## src/rtl/zcm_pkg.sv

```systemverilog
package zcm_pkg;
   localparam int NUM_CH = 2;
   localparam int CH_L   = 0;
   localparam int CH_R   = 1;

   typedef enum logic [1:0] {
      WIN_WIDE   = 2'd0,
      WIN_MID    = 2'd1,
      WIN_SMALL  = 2'd2,
      WIN_TIGHT  = 2'd3
   } win_sel_e;
endpackage

```

## src/rtl/zcm_window_cmp.sv

```systemverilog
module zcm_window_cmp
   import zcm_pkg::*;
#(
   parameter int DATA_W    = 16,
   parameter int THR_W0    = 1120,
   parameter int THR_W1    = 560,
   parameter int THR_W2    = 280,
   parameter int THR_W3    = 140,
   parameter bit INCLUSIVE = 1'b1
) (
   input  logic [DATA_W-1:0] smp,
   input  logic [1:0]        sel,
   output logic              hit
);
   localparam int EXT_W = DATA_W + 1;
   localparam logic signed [EXT_W-1:0] T0 = EXT_W'(THR_W0);
   localparam logic signed [EXT_W-1:0] T1 = EXT_W'(THR_W1);
   localparam logic signed [EXT_W-1:0] T2 = EXT_W'(THR_W2);
   localparam logic signed [EXT_W-1:0] T3 = EXT_W'(THR_W3);

   logic signed [EXT_W-1:0] s_ext;
   logic signed [EXT_W-1:0] thr;
   logic signed [EXT_W-1:0] thr_neg;

   always_comb begin
      s_ext = $signed({smp[DATA_W-1], smp});
      unique case (win_sel_e'(sel))
         WIN_WIDE:  thr = T0;
         WIN_MID:   thr = T1;
         WIN_SMALL: thr = T2;
         default:   thr = T3;
      endcase
      thr_neg = -thr;
   end

   generate
      if (INCLUSIVE) begin : g_incl
         assign hit = (s_ext <= thr) && (s_ext >= thr_neg);
      end else begin : g_excl
         assign hit = (s_ext < thr) && (s_ext > thr_neg);
      end
   endgenerate
endmodule

```

## src/rtl/zcm_channel.sv

```systemverilog
module zcm_channel #(
   parameter int DATA_W = 16
) (
   input  logic              clk,
   input  logic              rst_n,
   input  logic              smp_valid,
   input  logic [DATA_W-1:0] smp,
   input  logic              win_hit,
   input  logic              mute_req,
   input  logic              det_off,
   output logic [DATA_W-1:0] out_smp,
   output logic              muted
);
   logic apply;
   logic nxt_muted;

   always_comb begin
      apply     = smp_valid && !det_off && win_hit;
      nxt_muted = det_off ? 1'b0 : (apply ? mute_req : muted);
   end

   always_ff @(posedge clk) begin
      if (!rst_n) begin
         muted   <= 1'b0;
         out_smp <= '0;
      end else begin
         muted <= nxt_muted;
         if (smp_valid) begin
            out_smp <= nxt_muted ? '0 : smp;
         end
      end
   end
endmodule

```

## src/rtl/zc_mute_gate.sv

```systemverilog
module zc_mute_gate
   import zcm_pkg::*;
#(
   parameter int DATA_W    = 16,
   parameter int THR_W0    = 1120,
   parameter int THR_W1    = 560,
   parameter int THR_W2    = 280,
   parameter int THR_W3    = 140,
   parameter bit INCLUSIVE = 1'b1
) (
   input  logic              clk,
   input  logic              rst_n,
   input  logic              in_valid,
   input  logic [DATA_W-1:0] in_left,
   input  logic [DATA_W-1:0] in_right,
   input  logic              mute_req,
   input  logic [1:0]        win_sel,
   input  logic              det_off,
   output logic              out_valid,
   output logic [DATA_W-1:0] out_left,
   output logic [DATA_W-1:0] out_right,
   output logic              zc_muted
);
   localparam longint MAX_POS = (64'sd1 <<< (DATA_W - 1)) - 1;

   generate
      if (DATA_W < 2) begin : g_bad_w
         $error("zc_mute_gate: DATA_W must be at least 2");
      end
      if (!(THR_W0 > THR_W1 && THR_W1 > THR_W2 && THR_W2 > THR_W3 && THR_W3 > 0)) begin : g_bad_order
         $error("zc_mute_gate: thresholds must be positive and strictly narrowing");
      end
      if (longint'(THR_W0) > MAX_POS) begin : g_bad_range
         $error("zc_mute_gate: widest threshold exceeds sample range");
      end
   endgenerate

   logic [DATA_W-1:0] smp_in  [NUM_CH];
   logic [DATA_W-1:0] smp_out [NUM_CH];
   logic [NUM_CH-1:0] win_hit;
   logic [NUM_CH-1:0] mute_st;

   assign smp_in[CH_L] = in_left;
   assign smp_in[CH_R] = in_right;

   for (genvar c = 0; c < NUM_CH; c++) begin : g_ch
      zcm_window_cmp #(
         .DATA_W   (DATA_W),
         .THR_W0   (THR_W0),
         .THR_W1   (THR_W1),
         .THR_W2   (THR_W2),
         .THR_W3   (THR_W3),
         .INCLUSIVE(INCLUSIVE)
      ) u_cmp (
         .smp (smp_in[c]),
         .sel (win_sel),
         .hit (win_hit[c])
      );

      zcm_channel #(
         .DATA_W(DATA_W)
      ) u_chan (
         .clk      (clk),
         .rst_n    (rst_n),
         .smp_valid(in_valid),
         .smp      (smp_in[c]),
         .win_hit  (win_hit[c]),
         .mute_req (mute_req),
         .det_off  (det_off),
         .out_smp  (smp_out[c]),
         .muted    (mute_st[c])
      );
   end

   always_ff @(posedge clk) begin
      if (!rst_n) begin
         out_valid <= 1'b0;
      end else begin
         out_valid <= in_valid;
      end
   end

   assign out_left  = smp_out[CH_L];
   assign out_right = smp_out[CH_R];
   assign zc_muted  = &mute_st;
endmodule

```

## config.mk

```make
export PLATFORM = sky130hd
export DESIGN_NAME = zc_mute_gate
export DESIGN_NICKNAME = d
export VERILOG_FILES = /design/src/rtl/zcm_pkg.sv /design/src/rtl/zcm_window_cmp.sv /design/src/rtl/zcm_channel.sv /design/src/rtl/zc_mute_gate.sv
export SDC_FILE = /design/constraint.sdc
export NUM_CORES = 1
export LEC_CHECK = 0
export BUFFER_PORTS_ARGS = -buffer_cell sky130_fd_sc_hd__buf_2
export CAP_MARGIN = 25
export CORE_ASPECT_RATIO = 2
export CORE_MARGIN = 1
export CORE_UTILIZATION = 53
export CTS_BUF_LIST = sky130_fd_sc_hd__clkbuf_4 sky130_fd_sc_hd__clkbuf_8
export DETAILED_ROUTE_END_ITERATION = 12
export GPL_TIMING_DRIVEN = 0
export HOLD_SLACK_MARGIN = 0.1
export PLACE_DENSITY = 0.81
export SYNTH_ARGS = -nofsm -noshare
export SYNTH_HDL_FRONTEND = slang
export SYNTH_SLANG_ARGS = --single-unit
```

## constraint.sdc

```tcl
create_clock -name clk -period 4.56 [get_ports clk]
set_clock_uncertainty 0.2 [all_clocks]
set_input_delay 0.684 -clock clk [delete_from_list [all_inputs] [get_ports clk]]
set_output_delay 0.684 -clock clk [all_outputs]
set_load 0.03 [all_outputs]
```

Word-level counts from Yosys, hierarchy flattened
Cells that the tools add are included.
Operators by class
  $lt $le $gt $ge: 4
  div/mod/pow operators: 0
  reduce and logical (&&, ||, !) cells: 8
  shifts and indexed selects: 0
  bitwise gates (word level): 0
  $mul: 0
  equal/unequal tests: 2
  add/subtract/negate cells: 1
  mux-type cells: 7
Operator list (number)
  $ge A16 B17 Y1: 2
  $pmux W11 S3: 1
  $le A16 B12 Y1: 2
  $mux W16: 2
  $neg A11 Y17: 1
  $logic_and A1 B1 Y1: 5
  $mux W1: 4
  $eq A2 B1 Y1 const B: 1
  $eq A2 B2 Y1 const B: 1
  $logic_not A2 Y1: 1
  $reduce_and A2 Y1: 1
  $logic_not A1 Y1: 1
Storage, ports and cells
  memories kept: 0
  bits in read-only memories: 0
  bits in latches: 0
  register bits: 35
  logic and storage cells: 27
  RAM bits: 0

Depth between registers and ports, before layout
Gate-level depths: netlist of run 1.
  word-level depth: 9
  gate-level depth with buffers: 13
  mapped depth without buffers: 12

Modules after synthesis
Synthesis of run 1 repeated with hierarchy kept, for this count alone.
Second synthesis, totals
  cells, all modules: 274
  area, all modules: 2647.5 µm²
Modules (own cells, without submodules)
  zcm_channel: area an instance 556.8 µm², instances 2, cells an instance 42, seq. area each 340.3 µm²
  zcm_window_cmp (g_ch[1].u_cmp): area an instance 775.7 µm², instances 1, cells an instance 94, seq. area each 0.0 µm²
  zcm_window_cmp (g_ch[0].u_cmp): area an instance 725.7 µm², instances 1, cells an instance 93, seq. area each 0.0 µm²
  zc_mute_gate: area an instance 32.5 µm², instances 1, cells an instance 3, seq. area each 20.0 µm²

Worst setup path before layout of run 1
No wires, ideal clock.
  path type: input to register
  start: input port win_sel[0]
  end: register g_ch[0].u_chan.out_smp[15]
  setup time: 0.117 ns
  path slack: 0.893 ns
  stages on the path: 12
  data required time: 4.243 ns
  arrival time: 3.349 ns
  buffers on the path: 1
  cell sequence: inv_1 ha_1 or4b_4 nor3_4 ha_1 nand4_1 o31a_1 and2_2 a211oi_1 o31ai_4 buf_6 a22o_2
Between the ends
  word-level cells in the longest chain between the ends: 9
  elaborated cells on any way between the ends: 12
  classes of those cells: 1 x add/sub; 2 x order compare; 2 x eq/ne; 4 x mux; 3 x reduce/logical
Ends and longest elaborated chain
  start, declared: RTL line zc_mute_gate.sv:17  | input logic [1:0] win_sel,
  $eq A2 B2 Y1, or another cell as far along: RTL line zcm_window_cmp.sv:27  | unique case (win_sel_e'(sel))
  $pmux W11 S3 (*): RTL line zcm_window_cmp.sv:27
  $neg A11 Y17: RTL line zcm_window_cmp.sv:33  | thr_neg = -thr;
  $ge A16 B17 Y1: RTL line zcm_window_cmp.sv:38  | assign hit = (s_ext <= thr) && (s_ext >= thr_neg);
  $logic_and A1 B1 Y1 (*): RTL line zcm_window_cmp.sv:38
  $logic_and A1 B1 Y1 (*): RTL line zcm_channel.sv:18  | apply = smp_valid && !det_off && win_hit;
  $mux W1 (*) (2 in series): RTL line zcm_channel.sv:19  | nxt_muted = det_off ? 1'b0 : (apply ? mute_req : muted);
  $mux W16 (*): RTL line zcm_channel.sv:29  | out_smp <= nxt_muted ? '0 : smp;
  end signal, assigned: RTL line zcm_channel.sv:29
  end, declared: RTL line zcm_channel.sv:11  | output logic [DATA_W-1:0] out_smp,
Mark *: on every way between the ends. The rest lies on a longest branch, timed or not.
A chain may end at the register's enable or synchronous reset.

Worst setup path in the final report of run 1
  start: input port win_sel[0]
  end: register g_ch[1].u_chan.out_smp[10]
Between the ends
  word-level cells in the longest chain between the ends: 9
  elaborated cells on any way between the ends: 12
  classes of those cells: 1 x add/sub; 2 x order compare; 2 x eq/ne; 4 x mux; 3 x reduce/logical
Ends and longest elaborated chain (RTL line)
  $eq A2 B2 Y1, or another cell as far along: zcm_window_cmp.sv:27
  $pmux W11 S3 (*): zcm_window_cmp.sv:27
  $neg A11 Y17: zcm_window_cmp.sv:33
  $ge A16 B17 Y1: zcm_window_cmp.sv:38
  $logic_and A1 B1 Y1 (*): zcm_window_cmp.sv:38
  $logic_and A1 B1 Y1 (*): zcm_channel.sv:18
  $mux W1 (*) (2 in series): zcm_channel.sv:19
  $mux W16 (*): zcm_channel.sv:29
  end signal, assigned: zcm_channel.sv:29
  end, declared: zcm_channel.sv:11
Marked as above.

==> metrics.md, run 1 <==
| Metric | Value |
|---|---|
| Status | finished, final reports clean |
| RSZ-0062 raised after global routing | false |
| Slowest cell on the critical path | or4b_4 |
| Max Clock Freq | approximately 240 MHz |
| Pleak | roughly 0.0016 µW |
| Initial Util | 0.560 |
| Area occupied by registers | approximately 700 µm² |
| Crit share post-route | 0.899 |
| Clk sink count | 35 |
| DR iter-0 viols | 47 |
| Root Buffer | clkbuf_8 |
| Post-CTS sizing | 0 |
| EDFF count, synth | 0 |
| Final #Nets | about 470 |
| Chip width | roughly 52 µm |
| Routability-driven placement congestion ratio | 0.918 |
| Post-layout minimum cycle time | 4.10 ns |
| Num CTS Buffers | 5 |
| Asr flop ratio synth | 0 |
| Final hold violation count | 0 |
| Netlist cell types | between 40 and 50 |
| Clock transition at path regs | approximately 0.07 ns |
| Worst-Margin Slew | approximately 0.49 ns |
| Final HPWL DP | around 5700 µm |
| Critical Path Start Type | input port |
| Synth warn | 0 |
| Global route total overflow | 0 |
| Met3 wire len | around 200 µm |
| Largest cells by area after synthesis | dfxtp_1, ha_1, a32oi_1 |
| Largest stage delay on the critical path | ~0.62 ns |
| Maximum VDD drop | slightly below 300 µV |
| Crit path required time | 4.52 ns |
| MaxCap Viol Count | 0 |
| Drt drc | 0 |
| Share of the yosys chip area belonging to registers | 0.267 |
| Synth area leader | dfxtp_1 |
| Routed WL per cell | between 15 and 20 µm |
| CTS tree | yes |
| Total core area | approximately 4700 µm² |
| Initial antenna violation count | 0 |
| Final Power | between 800 and 900 µW |
| Internal Power | approximately 530 µW |
| Filler cell count | about 400 |
| Vias in the first global route | around 2500 |
| Vias/cell | slightly below 6 |
| CP cell instances | buf_2, inv_1, ha_1, or4b_4, nor3_4, ha_1, nand4_1, nor3_1, nand3_1, o2111ai_1, o211a_1, o211ai_1, clkbuf_1, o21ai_0 |
| Post-synthesis cell count | between 200 and 300 |
| Die footprint | between 5000 and 6000 µm² |
| H-tree levels | 2 |
| Top Layer Used | met4 |
| Gate power share | 0.314 |
| Type of destination of the critical path | flop |
| Worst setup path category | in -> reg |
| Die Height | 102 µm |
| First-pass GRT wire length | between 10000 and 15000 µm |
| Largest net degree at the start of global routing | 13 |
| Fraction of final layout cells sized beyond drive strength 1 | 0.256 |
| Routed vias | between 2000 and 3000 |
| Syn avg cell area | approximately 9 µm² |
| IO buf count | around 70 |
| # IOs | 73 |
| Multi-input combinational cell area | about 1800 µm² |
| PwrDens | 263 nW/µm² |
| WL met2 | roughly 3900 µm |
| Synthesized area | approximately 2600 µm² |
| Post-route ant nets | 0 |
| Area share of the largest cell type after synthesis | 0.267 |
| Fin Hold WS | 0.272 ns |
| Worst-skew pair later-pin latency | about 0.29 ns |
| FP Rows | 35 |
| Buffer count from post-CTS setup fixing | 0 |
| Synthesized flop and latch total | 35 |
| CP dominant cell by count | ha_1 |
| Area grow syn2layout | 20.3% |
| Ant diodes | 0 |
| Clock share of power | 0.274 |
| Overall routing resource usage | 0.281 |
| Net Sw Frac | 0.361 |
| Detailed-routing wirelength on met1 | ~2400 µm |
| Reg power frac | 0.412 |
| Critical Path AT | roughly 4 ns |
| Final core utilization | 0.673 |
| Dominant synthesized flop cell | dfxtp_1 |
| Router iterations before antenna repair | 4 |
| Final max-slew violation count | 0 |
| Hold Path Class | reg -> reg |
| Fin Setup TNS | 0 ns |
| WL final | approximately 6900 µm |
| Final setup fails | 0 |
| Total net switching power | 300 µW |
| Critical Path Fanout Max | 10 |
| CTS Hold Bufs | 0 |
| Rel. slew slack | 0.668 |
| Max Root-Sink Buffers | 2 |
==> area by class of cell <==
class                           instances  area share
Clock buffer                            5      0.0218
Inverter                               36      0.0428
Buffer                                 10      0.0147
Clock inverter                          3     0.00634
Timing Repair Buffer                   71       0.113
Tap cell                               55      0.0218
Multi-Input combinational cell        215       0.558
Sequential cell                        35       0.222
==> registers in the layout (all words and copies together) (netlist names) <==
signal,flops
g_ch.u_chan.muted,2
g_ch.u_chan.out_smp,32
out_valid,1
==> Yosys cell counts, types with 6 or more instances <==
library cell and number:
a21oi_1 14, a22o_1 6, a22o_2 10, a32oi_1 16
clkbuf_1 8, dfxtp_1 35, ha_1 53, inv_1 35
nand3_1 6, nand4_1 6, nor2_1 11, nor2b_1 7
o21ai_0 20
==> worst paths after layout <==
check	start	endpoint	slack, ns	depth (start not counted)
worst max-delay path	win_sel[0]	g_ch[1].u_chan.out_smp[10]$_SDFFE_PN0P_	0.46	14
worst min-delay path	g_ch[1].u_chan.out_smp[14]$_SDFFE_PN0P_	g_ch[1].u_chan.out_smp[14]$_SDFFE_PN0P_	0.27	2
worst min register to register	g_ch[1].u_chan.out_smp[14]$_SDFFE_PN0P_	g_ch[1].u_chan.out_smp[14]$_SDFFE_PN0P_	0.27	2
worst max register to register	g_ch[0].u_chan.muted$_SDFF_PN0_	g_ch[0].u_chan.out_smp[12]$_SDFFE_PN0P_	2.72	5
==> power groups by stage <==
stage / logic (µW) / clock network [µW] / registers (µW)
global route: 287 / 245 / 346
finish: 261 / 228 / 343
detailed placement: 258 / 0 / 350
floorplan: 121 / 0 / 399
global placement: 254 / 0 / 349
CTS: 260 / 235 / 343
==> worst max-delay path: cells and delay by family <==
kind / cells / cell delay [ns]
fa+ha+maj: 2 / 0.64
simple gates: 5 / 1.16
compound gates: 4 / 0.96
buf+inv: 3 / 0.62
==> metal layers <==
layer,up-vias,GRT usage
met3,28,0.0360
met5,-,0
met4,0,0.212
met1,1183,0.253
li1,1259,-
met2,81,0.534
==> per-stage QoR <==
stage | instances | worst slack [ns] | instance area, µm²
3_5_place_dp | 422 | 0.207 | 3070
3_3_place_gp | 422 | 0.230 | 3070
6_report | 430 | 0.460 | 3160
5_1_grt | 430 | 0.161 | 3160
2_1_floorplan | 296 | 0.893 | 2640
4_1_cts | 430 | 0.483 | 3160
==> logic make-up after synthesis <==
logic type | count (synthesis) | synth area share
and+or+nand+nor | 55 | 0.122
buffers and inverters | 46 | 0.0691
AOI/OAI and AO/OA | 99 | 0.281
xor gates and xnor gates | 2 | 0.00668
adders and majority gates | 53 | 0.253
other | 1 | 0.00143
DFF | 35 | 0.267
==> layout by cell type (no fill, tap or decap), drive strengths merged, types with 2 or more instances in the layout <==
| cell | netlist | layout |
|---|---|---|
| a211o | 2 | 2 |
| conb | 1 | 6 |
| nor2 | 11 | 11 |
| a211oi | 3 | 3 |
| a21oi | 14 | 14 |
| o2111ai | 3 | 3 |
| o21ai | 20 | 20 |
| clkbuf | 8 | 13 |
| o211ai | 5 | 5 |
| nor3 | 4 | 4 |
| nor2b | 7 | 7 |
| nor4 | 4 | 4 |
| nor3b | 2 | 2 |
| o31ai | 3 | 3 |
| nand3 | 6 | 6 |
| o211a | 2 | 2 |
| a32oi | 16 | 16 |
| o21a | 3 | 3 |
| dfxtp | 35 | 35 |
| a22o | 16 | 16 |
| buf | 2 | 73 |
| clkinvlp | 0 | 2 |
| clkinv | 1 | 2 |
| o22ai | 2 | 2 |
| nand2 | 5 | 5 |
| a31oi | 3 | 3 |
| nand4 | 6 | 6 |
| ha | 53 | 53 |
| and3 | 3 | 3 |
| inv | 35 | 35 |
| and2 | 4 | 4 |
(Power assumes the default switching activity.)
==> inputs of run 2 (changes only) <==
CORE_MARGIN = 2   (was 1)
MAX_ROUTING_LAYER = met4   (was default)
==> run 2 against run 1 <==
First-iteration DRC count increased by 17%. Largest cell class unchanged. Largest power group unchanged. Clock power increased by 2%. Highest routed layer unchanged. Critical path depth stayed put. Routed wire length increased by 2.4%. Critical endpoint is now g_ch[1].u_chan.out_smp[6]$_SDFFE_PN0P_. Total power rose by 0.67%. Sequential cell count is the same. Via count decreased by 0.20%. Combinational power about the same. Non-clock buffer count stayed put. Cell count grew 0.47%. Global-route usage increased by 0.39 points. Sequential power about the same.
==> metrics.md, run 2 (synthesis results as in run 1) <==
| Metric | Value |
|---|---|
| Status | finished, final reports clean (unchanged) |
| Post-CTS sizing | 0 (unchanged) |
| Most frequent cells in the layout | buf_2, ha_1, inv_1, dfxtp_1, o21ai_0 (unchanged) |
| Clock transition at path regs | 0.06 ns (was 0.07 ns) |
| Total core area | 4820 µm² (was 4690 µm²) |
| Flop-to-flop setup slack | 2.73 ns (was 2.72 ns) |
| Critical Path Start Type | input port (unchanged) |
| Die Height | 104 µm (was 102 µm) |
| Overall routing resource usage | 0.285 (was 0.281) |
| Crit share post-route | 0.892 (was 0.899) |
| FP Rows | 36 (was 35) |
| Maximum VDD drop | 244 µV (was 294 µV) |
| Clk sink count | 35 (unchanged) |
| CTS tree | yes (unchanged) |
| CTS Hold Bufs | 0 (unchanged) |
| Area grow syn2layout | 20.4% (was 20.3%) |
| Worst setup path category | in -> reg (unchanged) |
| Final #Nets | 466 (unchanged) |
| Net Sw Frac | 0.357 (was 0.361) |
| Cells on worst reg2reg path | 5 (unchanged) |
| Reg-to-reg endpoint | g_ch[0].u_chan.out_smp[0]$_SDFFE_PN0P_ (was g_ch[0].u_chan.out_smp[12]$_SDFFE_PN0P_) |
| Die footprint | 5560 µm² (was 5250 µm²) |
| Gate power share | 0.313 (was 0.314) |
| Ant diodes | 0 (unchanged) |
| Reg power frac | 0.410 (was 0.412) |
| Most common cell after layout, fill and taps aside | buf_2 (unchanged) |
| Largest net degree at the start of global routing | 12 (was 13) |
| Critical Path Fanout Max | 10 (unchanged) |
| PwrDens | 265 nW/µm² (was 263 nW/µm²) |
| # IOs | 73 (unchanged) |
| Biggest register | g_ch.u_chan.out_smp (unchanged) |
| Post-route ant nets | 0 (unchanged) |
| WL final | 7110 µm (was 6940 µm) |
| Fin Setup TNS | 0 ns (unchanged) |
| Router iterations before antenna repair | 5 (was 4) |
| Vias/cell | 5.89 (was 5.93) |
| Pleak | 0.00156 µW (about the same) |
| Num CTS Buffers | 5 (unchanged) |
| Top flop regs | g_ch.u_chan.out_smp (32), g_ch.u_chan.muted (2), out_valid (1) (unchanged) |
| Root Buffer | clkbuf_8 (unchanged) |
| Type of destination of the critical path | flop (unchanged) |
| Global route total overflow | 0 (unchanged) |
| Worst-skew pair later-pin latency | 0.31 ns (was 0.29 ns) |
| Crit path required time | 4.53 ns (was 4.52 ns) |
| Final max-slew violation count | 0 (unchanged) |
| DR iter-0 viols | 55 (was 47) |
| Buffer count from post-CTS setup fixing | 0 (unchanged) |
| Vias in the first global route | 2482 (was 2540) |
| Rel. slew slack | 0.649 (was 0.668) |
| Final setup fails | 0 (unchanged) |
| Drt drc | 0 (unchanged) |
| Initial Util | 0.544 (was 0.560) |
| Max Root-Sink Buffers | 2 (unchanged) |
| MaxCap Viol Count | 0 (unchanged) |
| CP startpoint | win_sel[0] (unchanged) |
| Post-layout minimum cycle time | 4.07 ns (was 4.10 ns) |
| Max Clock Freq | 246 MHz (was 244 MHz) |
| IO buf count | 71 (unchanged) |
| Worst-Margin Slew | 0.523 ns (was 0.495 ns) |
| Initial antenna violation count | 0 (unchanged) |
| Hold Path Class | reg -> reg (unchanged) |
| Max reg flops | 32 (unchanged) |
| Routability-driven placement congestion ratio | 0.903 (was 0.918) |
| Final hold violation count | 0 (unchanged) |
| Chip width | 53.8 µm (was 51.8 µm) |
| Routed vias | 2546 (was 2551) |
| Dpl cells | 424 (was 422) |
| Routed WL per cell | 16.5 µm (was 16.1 µm) |
| Setup crit end | g_ch[1].u_chan.out_smp[6]$_SDFFE_PN0P_ (was g_ch[1].u_chan.out_smp[10]$_SDFFE_PN0P_) |
| Internal Power | 538 µW (was 531 µW) |
| Final HPWL DP | 5840 µm (was 5750 µm) |
| H-tree levels | 2 (unchanged) |
| Critical Path AT | 4.04 ns (was 4.06 ns) |
| FF-to-FF Start | g_ch[0].u_chan.muted$_SDFF_PN0_ (unchanged) |
| First-pass GRT wire length | 11500 µm (was 11000 µm) |
| Non-Filler Instances | 432 (was 430) |
| Fraction of final layout cells sized beyond drive strength 1 | 0.256 (unchanged) |
| RSZ-0062 raised after global routing | false (unchanged) |
| Total net switching power | 299 µW (was 300 µW) |
| Clock share of power | 0.278 (was 0.274) |
## run 2: stage by stage
step	worst slack (ns)	total power (µW)	util	hold WS [ns]	cell area, µm²
2_1_floorplan	0.893	520	-	0.333	2640
3_3_place_gp	0.201	603	0.637	0.245	3070
3_5_place_dp	0.191	609	0.637	0.253	3070
4_1_cts	0.492	841	0.655	0.271	3160
5_1_grt	0.210	883	0.655	0.292	3160
6_report	0.494	837	0.655	0.271	3160
## run 2: worst min path at each step
stage               slack [ns]  cells after the start                                      end                                     from
finish                    0.27                      2  g_ch[1].u_chan.out_smp[10]$_SDFFE_PN0P_  g_ch[1].u_chan.out_smp[10]$_SDFFE_PN0P_
global route              0.29                      1  g_ch[0].u_chan.out_smp[15]$_SDFFE_PN0P_  g_ch[0].u_chan.out_smp[15]$_SDFFE_PN0P_
CTS                       0.27                      2  g_ch[1].u_chan.out_smp[10]$_SDFFE_PN0P_  g_ch[1].u_chan.out_smp[10]$_SDFFE_PN0P_
detailed placement        0.25                      2  g_ch[1].u_chan.out_smp[10]$_SDFFE_PN0P_  g_ch[1].u_chan.out_smp[10]$_SDFFE_PN0P_
global placement          0.24                      2   g_ch[1].u_chan.out_smp[9]$_SDFFE_PN0P_   g_ch[1].u_chan.out_smp[9]$_SDFFE_PN0P_
floorplan                 0.33                      3          g_ch[1].u_chan.muted$_SDFF_PN0_          g_ch[1].u_chan.muted$_SDFF_PN0_
## run 2: per-layer routing
metal,share of wire,up-vias,wire length (µm),global-route usage
met3,0.040,32,287,0.0548
met4,0.066,0,471,0.181
met2,0.55,83,3880,0.487
li1,-,1255,-,-
met5,0,-,0,-
met1,0.35,1176,2470,0.270
## run 2: worst max-delay path, stage by stage
cell       delay [ns]
buf_2            0.15
inv_1            0.14
ha_1             0.34
or4b_4           0.62
nor3_4           0.31
ha_1             0.31
nand4_1          0.08
nor3_1           0.05
nand3_1          0.08
o2111ai_1        0.13
o211a_1          0.25
o211ai_1         0.42
clkbuf_1         0.35
o21ai_0          0.13
## run 2: cell type report
cell class	instances	area, µm²
timing repair buffer	71	355
clock buffer	6	76.3
inverter	36	135
fill	423	1660
sequential	35	701
tap	57	71.3
clock inverter	2	12.5
buffer	10	46.3
multi-input combinational	215	1760
## run 2: power groups by stage
stage	registers, µW	clock network [µW]	logic (µW)
global route	346	249	289
floorplan	399	0	121
CTS	343	237	261
finish	343	232	262
global placement	349	0	254
detailed placement	350	0	260
